$ cat config.mk
export PLATFORM = sky130hd
export DESIGN_NAME = bus_addr_decoder
export DESIGN_NICKNAME = d
export VERILOG_FILES = /design/src/rtl/bad_pkg.sv /design/src/rtl/bad_arbiter.sv /design/src/rtl/bad_decode.sv /design/src/rtl/bad_abort_status.sv /design/src/rtl/bus_addr_decoder.sv
export SDC_FILE = /design/constraint.sdc
export NUM_CORES = 1
export LEC_CHECK = 0
export ABC_AREA = 1
export BUFFER_PORTS_ARGS = -buffer_cell sky130_fd_sc_hd__buf_2
export CAP_MARGIN = 15
export CORE_ASPECT_RATIO = 1.5
export CORE_MARGIN = 2
export CORE_UTILIZATION = 25
export CTS_BUF_LIST = sky130_fd_sc_hd__clkbuf_16
export CTS_CLUSTER_DIAMETER = 200
export CTS_CLUSTER_SIZE = 30
export DETAILED_ROUTE_END_ITERATION = 8
export SLEW_MARGIN = 20
export SYNTH_ARGS = -nofsm -noshare
export SYNTH_HDL_FRONTEND = slang
export SYNTH_SLANG_ARGS = --single-unit
$ cat constraint.sdc
create_clock -name clk -period 2.1 [get_ports clk]
set_clock_uncertainty 0.15 [all_clocks]
set_input_delay 0.42 -clock clk [delete_from_list [all_inputs] [get_ports clk]]
set_output_delay 0.42 -clock clk [all_outputs]
set_load 0.01 [all_outputs]
$ cat src/rtl/bad_pkg.sv
package bad_pkg;
  typedef enum logic [1:0] {
    CAUSE_NONE     = 2'd0,
    CAUSE_MISALIGN = 2'd1,
    CAUSE_UNDEF    = 2'd2
  } ab_cause_e;

  localparam int SEL_FLASH  = 0;
  localparam int SEL_SRAM   = 1;
  localparam int SEL_PERIPH = 2;
  localparam int N_SLV      = 3;

  localparam logic [1:0] SZ_BYTE = 2'd0;
  localparam logic [1:0] SZ_HALF = 2'd1;
endpackage

$ cat src/rtl/bad_arbiter.sv
module bad_arbiter #(
  parameter int N_MST = 2,
  localparam int MID_W = (N_MST > 1) ? $clog2(N_MST) : 1
) (
  input  logic [N_MST-1:0] req,
  output logic [N_MST-1:0] gnt,
  output logic [MID_W-1:0] gnt_id
);
  logic found;

  // lowest index wins
  always_comb begin
    gnt    = '0;
    gnt_id = '0;
    found  = 1'b0;
    for (int i = 0; i < N_MST; i++) begin
      if (req[i] && !found) begin
        gnt[i] = 1'b1;
        gnt_id = MID_W'(i);
        found  = 1'b1;
      end
    end
  end
endmodule

$ cat src/rtl/bad_decode.sv
module bad_decode
  import bad_pkg::*;
#(
  parameter int ADDR_W      = 32,
  parameter int AREA_BITS   = 20,
  parameter int PERIPH_BITS = 28,
  localparam int HI_W = ADDR_W - AREA_BITS,
  localparam int PT_W = ADDR_W - PERIPH_BITS,
  parameter logic [PT_W-1:0] PERIPH_TAG = '1
) (
  input  logic [ADDR_W-1:0] addr,
  input  logic [1:0]        size,
  input  logic              remap,
  output logic [N_SLV-1:0]  sel,
  output ab_cause_e         cause
);
  logic [HI_W-1:0] hi;
  logic            misal;
  logic [N_SLV-1:0] raw;

  assign hi = addr[ADDR_W-1:AREA_BITS];

  always_comb begin
    raw = '0;
    if (addr[ADDR_W-1:PERIPH_BITS] == PERIPH_TAG) raw[SEL_PERIPH] = 1'b1;
    else if (hi == HI_W'(0)) begin
      if (remap) raw[SEL_SRAM] = 1'b1;
      else       raw[SEL_FLASH] = 1'b1;
    end
    else if (hi == HI_W'(1)) raw[SEL_FLASH] = 1'b1;
    else if (hi == HI_W'(2)) raw[SEL_SRAM]  = 1'b1;
  end

  always_comb begin
    case (size)
      SZ_BYTE: misal = 1'b0;
      SZ_HALF: misal = addr[0];
      default: misal = |addr[1:0];
    endcase
  end

  always_comb begin
    sel   = raw;
    cause = CAUSE_NONE;
    if (raw == '0) cause = CAUSE_UNDEF;
    else if (misal) begin
      cause = CAUSE_MISALIGN;
      sel   = '0;
    end
  end
endmodule

$ cat src/rtl/bad_abort_status.sv
module bad_abort_status #(
  parameter int ADDR_W = 32,
  parameter int MID_W  = 1
) (
  input  logic              clk,
  input  logic              rst_n,
  input  logic              ab_evt,
  input  logic [ADDR_W-1:0] ev_addr,
  input  logic [1:0]        ev_size,
  input  logic              ev_write,
  input  logic [MID_W-1:0]  ev_mid,
  input  logic [1:0]        ev_cause,
  input  logic              rd_clr,
  output logic              st_valid,
  output logic [ADDR_W-1:0] st_addr,
  output logic [1:0]        st_size,
  output logic              st_write,
  output logic [MID_W-1:0]  st_mid,
  output logic [1:0]        st_cause,
  output logic              st_overrun
);
  logic held;
  assign held = st_valid && !rd_clr;

  always_ff @(posedge clk or negedge rst_n) begin
    if (!rst_n) begin
      st_valid   <= 1'b0;
      st_overrun <= 1'b0;
      st_addr    <= '0;
      st_size    <= '0;
      st_write   <= 1'b0;
      st_mid     <= '0;
      st_cause   <= '0;
    end else if (ab_evt && !held) begin
      st_valid   <= 1'b1;
      st_overrun <= 1'b0;
      st_addr    <= ev_addr;
      st_size    <= ev_size;
      st_write   <= ev_write;
      st_mid     <= ev_mid;
      st_cause   <= ev_cause;
    end else if (ab_evt) begin
      st_overrun <= 1'b1;
    end else if (rd_clr) begin
      st_valid   <= 1'b0;
      st_overrun <= 1'b0;
    end
  end

  AST_RECORD_HOLD: assert property (@(posedge clk) disable iff (!rst_n)
    held |=> st_valid && $stable(st_addr) && $stable(st_cause));
  AST_OVERRUN_SET: assert property (@(posedge clk) disable iff (!rst_n)
    held && ab_evt |=> st_overrun);
  AST_READ_CLEAR: assert property (@(posedge clk) disable iff (!rst_n)
    rd_clr && !ab_evt |=> !st_valid && !st_overrun);
endmodule

$ cat src/rtl/bus_addr_decoder.sv
module bus_addr_decoder
  import bad_pkg::*;
#(
  parameter int ADDR_W      = 32,
  parameter int AREA_BITS   = 20,
  parameter int PERIPH_BITS = 28
) (
  input  logic              clk,
  input  logic              rst_n,
  input  logic              cpu_valid,
  output logic              cpu_ready,
  input  logic [ADDR_W-1:0] cpu_addr,
  input  logic [1:0]        cpu_size,
  input  logic              cpu_write,
  output logic              cpu_abort,
  input  logic              dma_valid,
  output logic              dma_ready,
  input  logic [ADDR_W-1:0] dma_addr,
  input  logic [1:0]        dma_size,
  input  logic              dma_write,
  output logic              dma_abort,
  output logic              slv_valid,
  input  logic              slv_ready,
  output logic [2:0]        slv_sel,
  output logic [ADDR_W-1:0] slv_addr,
  output logic [1:0]        slv_size,
  output logic              slv_write,
  output logic              slv_master,
  input  logic              remap_cmd,
  output logic              remap_on,
  input  logic              stat_rd,
  output logic              stat_valid,
  output logic [ADDR_W-1:0] stat_addr,
  output logic [1:0]        stat_size,
  output logic              stat_write,
  output logic              stat_master,
  output logic [1:0]        stat_cause,
  output logic              stat_overrun
);
  localparam int N_MST = 2;
  localparam int MID_W = 1;

  logic [N_MST-1:0]  m_valid;
  logic [ADDR_W-1:0] m_addr  [N_MST];
  logic [1:0]        m_size  [N_MST];
  logic              m_write [N_MST];
  logic [N_MST-1:0]  gnt;
  logic [MID_W-1:0]  gnt_id;
  logic [N_SLV-1:0]  dec_sel;
  ab_cause_e         dec_cause;
  logic              any_req, bad, accept;

  assign m_valid    = {dma_valid, cpu_valid};
  assign m_addr[0]  = cpu_addr;
  assign m_addr[1]  = dma_addr;
  assign m_size[0]  = cpu_size;
  assign m_size[1]  = dma_size;
  assign m_write[0] = cpu_write;
  assign m_write[1] = dma_write;

  bad_arbiter #(.N_MST(N_MST)) u_arb (
    .req(m_valid), .gnt(gnt), .gnt_id(gnt_id)
  );

  bad_decode #(.ADDR_W(ADDR_W), .AREA_BITS(AREA_BITS), .PERIPH_BITS(PERIPH_BITS)) u_dec (
    .addr(m_addr[gnt_id]), .size(m_size[gnt_id]), .remap(remap_on),
    .sel(dec_sel), .cause(dec_cause)
  );

  assign any_req    = |m_valid;
  assign bad        = any_req && (dec_cause != CAUSE_NONE);
  assign accept     = bad || slv_ready;
  assign slv_valid  = any_req && !bad;
  assign slv_sel    = any_req ? dec_sel : '0;
  assign slv_addr   = m_addr[gnt_id];
  assign slv_size   = m_size[gnt_id];
  assign slv_write  = m_write[gnt_id];
  assign slv_master = gnt_id;
  assign cpu_ready  = gnt[0] && accept;
  assign dma_ready  = gnt[1] && accept;
  assign cpu_abort  = gnt[0] && bad;
  assign dma_abort  = gnt[1] && bad;

  always_ff @(posedge clk or negedge rst_n) begin
    if (!rst_n) remap_on <= 1'b0;
    else        remap_on <= remap_on ^ remap_cmd;
  end

  bad_abort_status #(.ADDR_W(ADDR_W), .MID_W(MID_W)) u_stat (
    .clk(clk), .rst_n(rst_n), .ab_evt(bad),
    .ev_addr(m_addr[gnt_id]), .ev_size(m_size[gnt_id]), .ev_write(m_write[gnt_id]),
    .ev_mid(gnt_id), .ev_cause(dec_cause), .rd_clr(stat_rd),
    .st_valid(stat_valid), .st_addr(stat_addr), .st_size(stat_size),
    .st_write(stat_write), .st_mid(stat_master), .st_cause(stat_cause),
    .st_overrun(stat_overrun)
  );

  AST_SEL_ONEHOT: assert property (@(posedge clk) disable iff (!rst_n)
    slv_valid |-> $onehot(slv_sel));
  AST_HALF_ALIGNED: assert property (@(posedge clk) disable iff (!rst_n)
    slv_valid && slv_size == SZ_HALF |-> !slv_addr[0]);
  AST_ABORT_NO_SLAVE: assert property (@(posedge clk) disable iff (!rst_n)
    (cpu_abort || dma_abort) |-> !slv_valid && $onehot0({cpu_abort, dma_abort}));
  AST_CPU_FIRST: assert property (@(posedge clk) disable iff (!rst_n)
    cpu_valid |-> !dma_ready && !dma_abort);
  AST_REMAP_FLIP: assert property (@(posedge clk) disable iff (!rst_n)
    remap_cmd |=> remap_on != $past(remap_on));
endmodule

Word-level counts from Yosys, hierarchy flattened --
Index checks and enable logic that the tools add are counted.
Word-level totals: logic and storage cells 69, register bits 41
Cells by class: $lt $le $gt $ge 1, equality and inequality tests 5, reductions and logical operators 23, bitwise operators 2, multiplexer cells 30
Operators with widths (number):
- 32-bit two-way mux | 3
- 1-bit two-way mux | 17
- 12-bit by 1-bit equality test with 1-bit output, second input constant | 1
- 12-bit by 2-bit equality test with 1-bit output, second input constant | 1
- 12-bit zero test | 1
- 2-bit two-way mux | 6
- 1-bit logical AND | 9
- 3-bit two-way mux | 3
- 4-bit equality test, second input constant | 1
- 1-bit zero test | 4
- 2-bit nonzero test | 2
- 2-bit OR reduction | 2
- 3-bit zero test | 1
- 3-bit nonzero test | 1
- 2-bit by 1-bit equality test with 1-bit output, second input constant | 1
- 2-bit >= comparator, second input constant | 1
- 2-bit zero test | 1
- 2-bit by 1-bit inequality test with 1-bit output, second input constant | 1
- 1-bit inverter with 2-bit output | 1
- 1-bit case mux with 2 select lines | 1
- 2-bit AND reduction | 1
- 1-bit logical OR | 1
- 1-bit XOR | 1

Depth between registers and ports, before layout --
Gate-level depths: netlist of the first run.
word-level depth 20, mapped depth 16, gate-level depth less buffers 14

Cells and area by module --
A second synthesis of the first run with hierarchy kept.
Unflattened totals: cell total of the unflattened synthesis 345, area, all modules 2519.9 µm²
Modules (own cells, without submodules):
- bad_abort_status | times used 1, cells an instance 173, area an instance 1586.5 µm², seq. area each 1001.0 µm²
- bus_addr_decoder | times used 1, cells an instance 138, area an instance 763.2 µm², seq. area each 25.0 µm²
- bad_decode | times used 1, cells an instance 30, area an instance 145.1 µm², seq. area each 0.0 µm²
- bad_arbiter | times used 1, cells an instance 4, area an instance 25.0 µm², seq. area each 0.0 µm²

Least setup slack after synthesis of the first run --
No wires, ideal clock.
path kind input to output, start input port dma_valid, end output port cpu_ready, arrival 1.842 ns, cell stages on the path 14, path slack -0.312 ns, cells stage by stage buf_4 -> nand2_2 -> buf_6 -> nand2_1 -> nand2_1 -> inv_1 -> nand2_1 -> nor2_1 -> nand3_1 -> nand3_2 -> nand2_2 -> buf_4 -> nand2_2 -> a21oi_1
Between the ends: cells in the longest elaborated chain, start to end 17, elaborated cells between the ends (all ways) 31, those cells by class eq/ne (4); mux (16); bitwise (1); reduce/logical (10)
RTL lines:
- from (decl) | line bus_addr_decoder.sv:16 | input logic dma_valid,
- 1-bit logical AND (*) | line bad_arbiter.sv:17 | if (req[i] && !found) begin
- 1-bit two-way mux (*) | line bad_arbiter.sv:17
- 1-bit inverter with 2-bit output (*)
- 32-bit two-way mux (*) (3 in series)
- net slv_addr[24] | line bus_addr_decoder.sv:25 | output logic [ADDR_W-1:0] slv_addr,
- 12-bit by 2-bit equality test with 1-bit output | line bad_decode.sv:31 | else if (hi == HI_W'(2)) raw[SEL_SRAM] = 1'b1;
- 1-bit two-way mux | line bad_decode.sv:31
- 1-bit two-way mux | line bad_decode.sv:30 | else if (hi == HI_W'(1)) raw[SEL_FLASH] = 1'b1;
- 2-bit two-way mux (*) | line bad_decode.sv:26 | else if (hi == HI_W'(0)) begin
- 2-bit two-way mux (*) | line bad_decode.sv:25 | if (addr[ADDR_W-1:PERIPH_BITS] == PERIPH_TAG) raw[SEL_PERIPH] = 1'b1;
- 3-bit zero test (*) | line bad_decode.sv:45 | if (raw == '0) cause = CAUSE_UNDEF;
- 2-bit two-way mux (*) | line bad_decode.sv:45
- 2-bit nonzero test (*) | line bus_addr_decoder.sv:71 | assign bad = any_req && (dec_cause != CAUSE_NONE);
- 1-bit logical AND (*) | line bus_addr_decoder.sv:71
- 1-bit logical OR (*) | line bus_addr_decoder.sv:72 | assign accept = bad || slv_ready;
- 1-bit logical AND (*) | line bus_addr_decoder.sv:79 | assign cpu_ready = gnt[0] && accept;
- to (decl) | line bus_addr_decoder.sv:11 | output logic cpu_ready,
Mark *: on every way through the listed nets, which the timed path passes. The rest lies on a longest branch. The select of a mux whose other input is x is not followed.

Worst setup path after layout of the first run --
start input port dma_valid, end output port slv_sel[1]
Between the ends: cells in the longest elaborated chain, start to end 14, elaborated cells between the ends (all ways) 28, those cells by class eq/ne (4); mux (17); bitwise (1); reduce/logical (6)
RTL lines:
- 1-bit logical AND | line bad_arbiter.sv:17
- 1-bit two-way mux | line bad_arbiter.sv:17
- 1-bit inverter with 2-bit output (not written as such) | line bus_addr_decoder.sv:66 | .addr(m_addr[gnt_id]), .size(m_size[gnt_id]), .remap(remap_on),
- 32-bit two-way mux (not written as such) (3 in series) | line bus_addr_decoder.sv:66
- 12-bit by 2-bit equality test with 1-bit output | line bad_decode.sv:31
- 1-bit two-way mux | line bad_decode.sv:31
- 1-bit two-way mux | line bad_decode.sv:30
- 2-bit two-way mux | line bad_decode.sv:26
- 2-bit two-way mux | line bad_decode.sv:25
- 3-bit zero test / 3-bit two-way mux (equally long branches) | line bad_decode.sv:45, bad_decode.sv:46
- 3-bit two-way mux | line bad_decode.sv:45
- 3-bit two-way mux (*) | line bus_addr_decoder.sv:74 | assign slv_sel = any_req ? dec_sel : '0;
- to (decl) | line bus_addr_decoder.sv:24 | output logic [2:0] slv_sel,
Mark *: on every way between the ends. The rest lies on a longest branch, timed or not. The select of a mux whose other input is x is not followed.

==> results of run 1 <==
[metrics by stage]
stage               total power, mW  setup WS (ps)  TNS, ps  utilization, %
floorplan                     1.448         -180.4   -839.2               -
global placement              1.884         -466.5   -19860           39.16
detailed placement            1.899         -544.0   -22900           39.16
CTS                           2.698         -268.9    -1941           43.23
global route                  2.871         -330.8    -4687           44.66
finish                        2.694         -281.0    -2024           44.66
[critical path, cell delays in order]
cell and delay, ps:
buf_12 120, inv_8 50, nor2_4 50, buf_6 120
buf_6 110, nand2_1 60, nand2_2 80, a22oi_2 190
buf_6 140, buf_4 100, nand2_2 80, nor2_2 130
buf_2 150
[area by class of cell]
cell class	count	area [sq um]	share of cell area (%)
sequential	41	1026	22.92
inverter	32	140.1	3.131
timing repair buffer	231	1495	33.41
clock buffer	5	125.1	2.796
multi-input combinational	286	1531	34.22
tap	117	146.4	3.271
clock inverter	3	11.26	0.2516
[synthesized netlist by cell type]
| library cell | instances | area [sq um] |
|---|---|---|
| nand2_1 | 202 | 758.2 |
| nand3b_1 | 1 | 7.510 |
| nand3_2 | 2 | 20.02 |
| clkbuf_1 | 9 | 33.78 |
| xor2_1 | 1 | 8.760 |
| buf_1 | 3 | 11.26 |
| o21ai_2 | 2 | 17.52 |
| inv_2 | 1 | 3.750 |
| a21oi_1 | 3 | 15.01 |
| nor3_1 | 1 | 5.000 |
| dfrtp_1 | 41 | 1026 |
| buf_6 | 4 | 45.04 |
| buf_2 | 7 | 35.03 |
| nor2_4 | 1 | 11.26 |
| nand3_1 | 10 | 50.05 |
| o21ai_0 | 1 | 5.000 |
| nand2_2 | 5 | 31.28 |
| a22oi_2 | 1 | 12.51 |
| inv_1 | 31 | 116.4 |
| nand4_1 | 38 | 237.7 |
| nor2_1 | 14 | 52.55 |
| o21ai_1 | 1 | 5.000 |
| or2_2 | 2 | 12.51 |
| buf_4 | 3 | 22.52 |
[sequential cells by signal, indices dropped and copies added, names as in the netlist]
name and cells:
u_stat.st_addr 32, remap_on 1, u_stat.st_size 2, u_stat.st_valid 1, u_stat.st_write 1, u_stat.st_cause 2, u_stat.st_mid 1, u_stat.st_overrun 1
[metal layers]
| metal | global-route usage, % | share of wire [%] | vias to the layer above |
|---|---|---|---|
| li1 | - | - | 1637 |
| met1 | 19.01 | 38 | 1480 |
| met2 | 32.85 | 55 | 100 |
| met3 | 2.649 | 4.3 | 13 |
| met4 | 5.699 | 2.1 | 0 |
| met5 | 0 | 0 | - |
[power breakdown]
group          internal (mW)  leakage (nW)  switching, mW
logic                  0.450          2.05          0.550
registers              0.917         0.503         0.0667
clock network          0.427        0.0776          0.283
[worst paths after layout]
check | endpoint | slack [ps]
worst min register to register | u_stat.st_addr[4] | 310
max in group asynchronous | u_stat.st_addr[9] | 790
worst min-delay path | remap_on | 160
min in group asynchronous | u_stat.st_size[0] | 510
worst max register to register | u_stat.st_addr[17] | 220
worst max-delay path | slv_sel[1] | -280
[repair_timing]
item,in CTS,in global routing
hold endpoints to repair,20,0
buffers inserted,13,4
pin swaps,27,14
setup endpoints to repair,48,47
resized for setup,46,30
cloned,2,0
hold buffers,1,0
[logic make-up (layout without fill, tap and decap cells)]
| family | after synthesis | in the layout | share of synthesized area (%) |
|---|---|---|---|
| buffers and inverters | 58 | 271 | 10.53 |
| AND/OR/NAND/NOR | 276 | 277 | 46.63 |
| flip-flops | 41 | 41 | 40.33 |
| XOR/XNOR | 1 | 1 | 0.3444 |
| AO/OA/AOI/OAI | 8 | 8 | 2.164 |
==> results.ini, run 1 <==
[run_status]
status = finished, violations left
violations = negative setup slack

[clock_tree]
htree_levels = 2
cts_made_buffers = 5
cts.sinks = 41
cts_root_buffer = clkbuf_16
cts_max_path_buffers = 2
clkLatencyLatePin_ps = 280
clkSlewWorstSetupHoldPaths_ps = 50
cts_tree = built

[detailed_routing]
drc = 0
wl_per_cell_um = 13.66
via_count = 3230
avgViaCountPerCell = 4.517
ant_nets = 0
routed_wl_mm = 9.765
dr.pass1.iters = 4
first_iter_violations = 123

[worst_setup_path]
r2r_start = remap_on
worstPathRequired_ps = 1530
start_kind = input port
crit_type = input port to output port
r2r_cells = 12
worstSetupEndpointType = output port
arrival_ps = 1810
startpoint = dma_valid
critPathMaxFanout = 6

[timing]
post-route-period-util_pct = 113.4
timing.final.max_slew_violations = 0
setup_viol = 9
rsz0062_at_grt = yes
period_needed_ps = 2381
relSlewSlack_pct = 64.95
worstMarginPinSlew_ps = 525.7
hold_viol = 0
hold_ws_ps = 164.3
fmax_ghz = 0.4200
fin_ws_ps = -281.0

[synth]
postSynthCellCount = 384
ys_seq_area_share_pct = 40.33
syn-num-nets = 461
avgSynthCellArea_sq_um = 6.624
synth.distinct_cells = 24
syn_area_sq_um = 2544
synth-seq-cells = 41
yosysWarnings = 0

[global_route]
grt_usage_pct = 17.26
grt_max_degree = 22
grt_pass1_vias = 3086
grt_overflow = 0
grt_pass1_wl_mm = 14.99
antenna_found_initial = 0

[placed_design]
placed_area_sq_um = 3925
routabilityCongestion = 0.7950
hpwl_mm = 7.390
port_buffers = 161
dp_cells = 689

[final_layout]
final_common_cell = nand2_1
antennaDiodeCount = 0
final_layout_size_suffix_gt1_share_pct = 50.67
layout_common_cells = 170 x nand2_1, 155 x buf_2, 54 x buf_4
fin_cells = 715
area_growth_pct = 75.95
design_area_sq_um = 4476
fin_nets = 674
n_fill_cell = 1040

[die]
io_pins = 162
fp-row-count = 45
coreArea_sq_um = 10020
die_w_um = 86.36
die_y_um = 127.5
die_area_sq_um = 11010
start_util_pct = 25.38

[pwr]
irDropWorstVdd_mv = 0.3185
p_per_area_nw_per_um2 = 601.9
leakagePower_nw = 2.629

[run]
max_cap_viol_count = 0

[worst_hold_path]
hp-start = remap_cmd
min_path_cells = 2
worstHoldPathType = input port to flop

No activity file was read; power rests on OpenSTA's default activity.
==> run 2: changes to the inputs <==
CTS_BUF_LIST = sky130_fd_sc_hd__clkbuf_4   (was sky130_fd_sc_hd__clkbuf_16)
==> run 2 against run 1 <==
Effect of this change: the flow still finishes with violations (negative setup slack); critical path type unchanged; design area is 0.92% lower; global-route usage is essentially flat; worst hold slack got worse by 89 ps; clock power shrank 40%; cell count rose by 0.28%; critical path depth did not move; largest power group unchanged.
==> results.ini, run 2 (synthesis results as in run 1) <==
[clock_tree]
cts_max_path_buffers = 2  ; unchanged
htree_levels = 2  ; unchanged
cts_tree = built
clkLatencyLatePin_ps = 350  ; +70 ps
cts.sinks = 41  ; unchanged
cts_root_buffer = clkbuf_4
cts_made_buffers = 5  ; unchanged
clkSlewWorstSetupHoldPaths_ps = 120  ; +70 ps

[worst_setup_path]
arrival_ps = 1820  ; about the same
worstPathRequired_ps = 1530  ; about the same
critPathMaxFanout = 6  ; unchanged
crit_type = input port to output port
slowest_stage = a22oi_2
start_kind = input port
max_stage_delay_ps = 190  ; about the same
critPathTopFamily = buffers and inverters
path_buf_inv = 7  ; unchanged
path_cells = buf_12 -> inv_8 -> nor2_4 -> buf_6 -> buf_6 -> nand2_1 -> nand2_2 -> a22oi_2 -> buf_6 -> buf_4 -> nand2_2 -> nor2_2 -> buf_2
worstSetupEndpointType = output port
crit_top_cell = buf_6

[global_route]
grt_usage_pct = 17.30  ; +0.040 points
grt_pass1_vias = 3092  ; +0.19%
grt_max_degree = 22  ; unchanged
grt_pass1_wl_mm = 14.99  ; unchanged
grt_overflow = 0  ; unchanged
antenna_found_initial = 1  ; +1

[placed_design]
dp_cells = 689  ; unchanged
hpwl_mm = 7.390  ; unchanged
port_buffers = 161  ; unchanged
dp_slack_ps = -544.0  ; unchanged
routabilityCongestion = 0.7950  ; unchanged

[detailed_routing]
wl_per_cell_um = 13.73  ; +0.50%
routed_wl_mm = 9.841  ; +0.78%
drc = 0  ; unchanged
first_iter_violations = 136  ; +11%
avgViaCountPerCell = 4.547  ; +0.65%
via_count = 3260  ; +0.93%
ant_nets = 0  ; unchanged
dr.pass1.iters = 4  ; unchanged

[timing]
fmax_ghz = 0.4191  ; -0.21%
rsz0062_at_grt = yes
tns_ps = -2046  ; -21.70 ps
timing.final.max_slew_violations = 0  ; unchanged
hold_viol = 0  ; unchanged
period_needed_ps = 2386  ; +4.960 ps
relSlewSlack_pct = 64.67  ; -0.29 points
worstMarginPinSlew_ps = 530.0  ; +4.298 ps
post-route-period-util_pct = 113.6  ; +0.24 points
setup_viol = 8  ; -1
fin_ws_ps = -286.0  ; -4.960 ps

[final_layout]
layout_common_cells = 170 x nand2_1, 155 x buf_2, 54 x buf_4
top_regs = u_stat.st_addr x32, u_stat.st_cause x2, u_stat.st_size x2
largest_reg_flops = 32  ; unchanged
area_growth_pct = 74.32
final_layout_size_suffix_gt1_share_pct = 51.25  ; +0.58 points
seqCellArea_sq_um = 1026  ; unchanged
n_fill_cell = 1045  ; +0.48%
fin_cells = 717  ; +0.28%
fin_nets = 675  ; +0.15%
final_common_cell = nand2_1
multiInputGateArea_sq_um = 1539  ; +0.49%
largest_register = u_stat.st_addr

[die]
die_y_um = 127.5  ; unchanged
die_w_um = 86.36  ; unchanged
fp-row-count = 45  ; unchanged
die_area_sq_um = 11010  ; unchanged
io_pins = 162  ; unchanged
start_util_pct = 25.38  ; unchanged
coreArea_sq_um = 10020  ; unchanged

[pwr]
p_per_area_nw_per_um2 = 545.7  ; -9.3%
irDropWorstVdd_mv = 0.2191  ; -31%
leakagePower_nw = 2.602  ; -1.0%

[run_status]
status = finished, violations left
violations = negative setup slack

[worst_hold_path]
worstHoldPathType = input port to flop

[run]
max_cap_viol_count = 0  ; unchanged

-- run 2: timing repair --
item	CTS	global route
hold endpoints to repair	20	0
cloned	2	1
buffers inserted	13	4
endpoints found under the setup margin	48	47
hold buffers	1	0
resized for setup	44	33
pin swaps	27	14
-- run 2: worst reg2reg max path, stage by stage, from the launching register on --
cell     delay [ps]
dfrtp_1         420
inv_1            80
nand2_2          80
inv_2            50
nor2_2           30
nand3_2         100
nand3_4         100
nand2_4         110
buf_4           220
nand3_4         130
buf_4           210
nand2_1          80
nand2_1          50
-- run 2: final timing paths --
kind,start,to,slack (ps),cells after the start
max in group asynchronous,rst_n,u_stat.st_addr[12],870,3
hold / removal,remap_cmd,remap_on,80,2
hold reg to reg,u_stat.st_addr[4],u_stat.st_addr[4],320,2
setup / recovery,dma_valid,slv_sel[1],-290,13
setup reg to reg,remap_on,u_stat.st_addr[17],190,12
min in group asynchronous,rst_n,u_stat.st_write,410,2
-- run 2: cell type report --
cell class / count / share of cell area [%]
clock buffer: 8 / 1.354
multi-input combinational: 286 / 34.71
antenna: 1 / 0.05643
timing repair buffer: 232 / 34.28
sequential: 41 / 23.14
inverter: 32 / 3.160
tap: 117 / 3.301
-- run 2: through the flow --
stage | total power, mW | hold WS [ps] | cell area, sq um | utilization (%)
2_1_floorplan | 1.448 | -25.59 | 2708 | -
3_3_place_gp | 1.884 | 267.6 | 3925 | 39.16
3_5_place_dp | 1.899 | 280.1 | 3925 | 39.16
4_1_cts | 2.404 | 48.30 | 4257 | 42.47
5_1_grt | 2.587 | 48.57 | 4434 | 44.24
6_report | 2.420 | 75.14 | 4434 | 44.24
-- run 2: layer usage --
layer	GRT usage, %	vias up	wire length (um)
met5	0	-	0
met4	6.250	0	233
met3	2.649	16	413
met2	32.99	106	5380
met1	18.77	1495	3813
li1	-	1643	-
-- run 2: where the power goes --
group	internal, mW	switching [mW]
clock	0.172	0.255
sequential	0.914	0.0661
combinational	0.459	0.554
total	1.54	0.875
==> run 3: changes to the inputs <==
PLACE_DENSITY_LB_ADDON = 0.15   (was not set)
==> run 3 against run 2 <==
Effect of this change: the run still ends with negative setup slack left; power fell by 0.50%; design area down 2.1%; wire length is 2.4% lower; first-iteration DRC count down 17%; worst hold slack better by 4.5 ps; clock power increased by 1%; critical path depth unchanged; maximum frequency up 2.2%; combinational power barely moved; cell count decreased by 0.28%; core utilization fell by 0.91 points; largest power group unchanged; highest routed layer unchanged.
==> results.ini, run 3 (synthesis results as in run 1) <==
[timing]
worstMarginPinSlew_ps = 520.8  ; -9.192 ps
fmax_ghz = 0.4284  ; +2.2%
timing.final.max_slew_violations = 0  ; unchanged
hold_ws_ps = 79.66  ; +4.527 ps
rsz0062_at_grt = yes
fin_ws_ps = -234.3  ; +51.64 ps
setup_viol = 8  ; unchanged
relSlewSlack_pct = 65.28  ; +0.61 points
hold_viol = 0  ; unchanged
period_needed_ps = 2334  ; -51.64 ps
post-route-period-util_pct = 111.2  ; -2.5 points

[final_layout]
fin_nets = 673  ; -0.30%
fin_util_pct = 43.33  ; -0.91 points
final_common_cell = nand2_1
layout_common_cells = 179 x nand2_1, 155 x buf_2, 59 x buf_4
fin_cells = 715  ; -0.28%
top_regs = u_stat.st_addr x32, u_stat.st_cause x2, u_stat.st_size x2
largest_reg_flops = 32  ; unchanged
area_growth_pct = 70.73
final_layout_size_suffix_gt1_share_pct = 49.92  ; -1.3 points
largest_register = u_stat.st_addr
n_fill_cell = 1065  ; +1.9%

[pwr]
p_sw_share_pct = 36.09  ; -0.060 points
combPwrFrac_pct = 41.3  ; -0.5 points
p_per_area_nw_per_um2 = 554.4  ; +1.6%
intPower_mw = 1.539  ; -0.41%
finalPower_mw = 2.408  ; -0.50%
power.switching_mw = 0.8689  ; -0.66%
irDropWorstVdd_mv = 0.2043  ; -6.8%
power_frac_clock_pct = 17.9  ; +0.2 points
sequentialPowerShare_pct = 40.8  ; +0.3 points
leakagePower_nw = 2.568  ; -1.3%

[clock_tree]
clkLatencyLatePin_ps = 350  ; about the same
cts_max_path_buffers = 2  ; unchanged
clkSlewWorstSetupHoldPaths_ps = 120  ; about the same
cts_tree = built
cts.sinks = 41  ; unchanged
cts_root_buffer = clkbuf_4
htree_levels = 2  ; unchanged
cts_made_buffers = 5  ; unchanged

[worst_setup_path]
startpoint = dma_valid
r2r_start = remap_on
arrival_ps = 1760  ; -60 ps
r2r_end = u_stat.st_addr[4]
r2r_cells = 10  ; -2
critPathMaxFanout = 7  ; +1
endpoint = slv_valid
worstSetupEndpointType = output port
crit_type = input port to output port
start_kind = input port
worstPathRequired_ps = 1530  ; about the same
reg2reg_slack_ps = 300  ; +110 ps

[global_route]
grt_max_degree = 26  ; +18%
antenna_found_initial = 1  ; unchanged
grt_overflow = 0  ; unchanged
grt_usage_pct = 17.58  ; +0.29 points
grt_pass1_wl_mm = 15.14  ; +1.0%
grt_pass1_vias = 3089  ; -0.097%

[detailed_routing]
routed_wl_mm = 9.601  ; -2.4%
wl_per_cell_um = 13.43  ; -2.2%
avgViaCountPerCell = 4.487  ; -1.3%
via_count = 3208  ; -1.6%
ant_nets = 0  ; unchanged
drc = 0  ; unchanged
dr.pass1.iters = 4  ; unchanged
first_iter_violations = 113  ; -17%

[die]
die_y_um = 127.5  ; unchanged
fp-row-count = 45  ; unchanged
start_util_pct = 25.38  ; unchanged
die_w_um = 86.36  ; unchanged
io_pins = 162  ; unchanged
coreArea_sq_um = 10020  ; unchanged
die_area_sq_um = 11010  ; unchanged

[run_status]
status = finished, violations left
violations = negative setup slack

[run]
max_cap_viol_count = 0  ; unchanged

[worst_hold_path]
worstHoldPathType = input port to flop

[placed_design]
routabilityCongestion = 0.8139  ; +2.4%
hpwl_mm = 7.120  ; -3.7%
port_buffers = 161  ; unchanged
dp_cells = 691  ; +0.29%

[run 3: worst min path at each step]
stage / start / endpoint / slack (ps) / depth (start not counted)
floorplan: rst_n / remap_on / -30 / 0
global placement: rst_n / u_stat.st_addr[30] / 270 / 1
detailed placement: rst_n / u_stat.st_addr[30] / 280 / 1
CTS: remap_cmd / remap_on / 50 / 2
global route: remap_cmd / remap_on / 40 / 2
finish: remap_cmd / remap_on / 80 / 2
[run 3: timing repair]
item | CTS | global route
pin swaps | 15 | 23
setup buffers | 13 | 3
hold buffers | 1 | 0
cloned | 3 | 0
gates resized for setup | 37 | 23
hold endpoints to repair | 20 | 0
setup endpoints to repair | 10 | 11
[run 3: per-layer routing]
layer	routed length (um)	vias up	GRT usage, %
met5	0	-	0
met4	257	0	7.169
li1	-	1632	-
met3	421	16	2.584
met1	3726	1462	19.99
met2	5196	98	32.17
[run 3: final cells by class]
type	count	area [sq um]	share of cell area, %
Antenna cell	1	2.502	0.05762
Sequential cell	41	1026	23.62
Tap cell	117	146.4	3.371
Inverter	32	140.1	3.227
Timing Repair Buffer	228	1431	32.96
Clock buffer	8	60.06	1.383
Multi-Input combinational cell	288	1536	35.38
[run 3: power by group through the flow]
stage,Sequential (mW),Combinational (mW),Clock (mW)
finish,0.982,0.994,0.432
global route,1.00,1.10,0.500
CTS,0.986,0.977,0.457
detailed placement,1.00,0.910,0
global placement,0.998,0.902,0
floorplan,1.06,0.390,0
[run 3: per-stage QoR]
stage,setup TNS [ps],setup slack (ps),instance area [sq um]
final,-1608,-234.3,4343
after global routing,-2344,-316.3,4343
after CTS,-2296,-283.4,4267
after detailed placement,-17200,-548.5,3940
after global placement,-14710,-498.6,3940
after floorplan,-839.2,-180.4,2708
[run 3: critical path: stages]
cell,delay [ps]
buf_12,120
inv_8,40
nor2_4,210
nand2_2,80
nand2_2,80
nand2_2,50
a21oi_2,160
nand2_2,100
nand3_4,100
buf_6,110
inv_2,30
nor2_2,110
buf_2,140
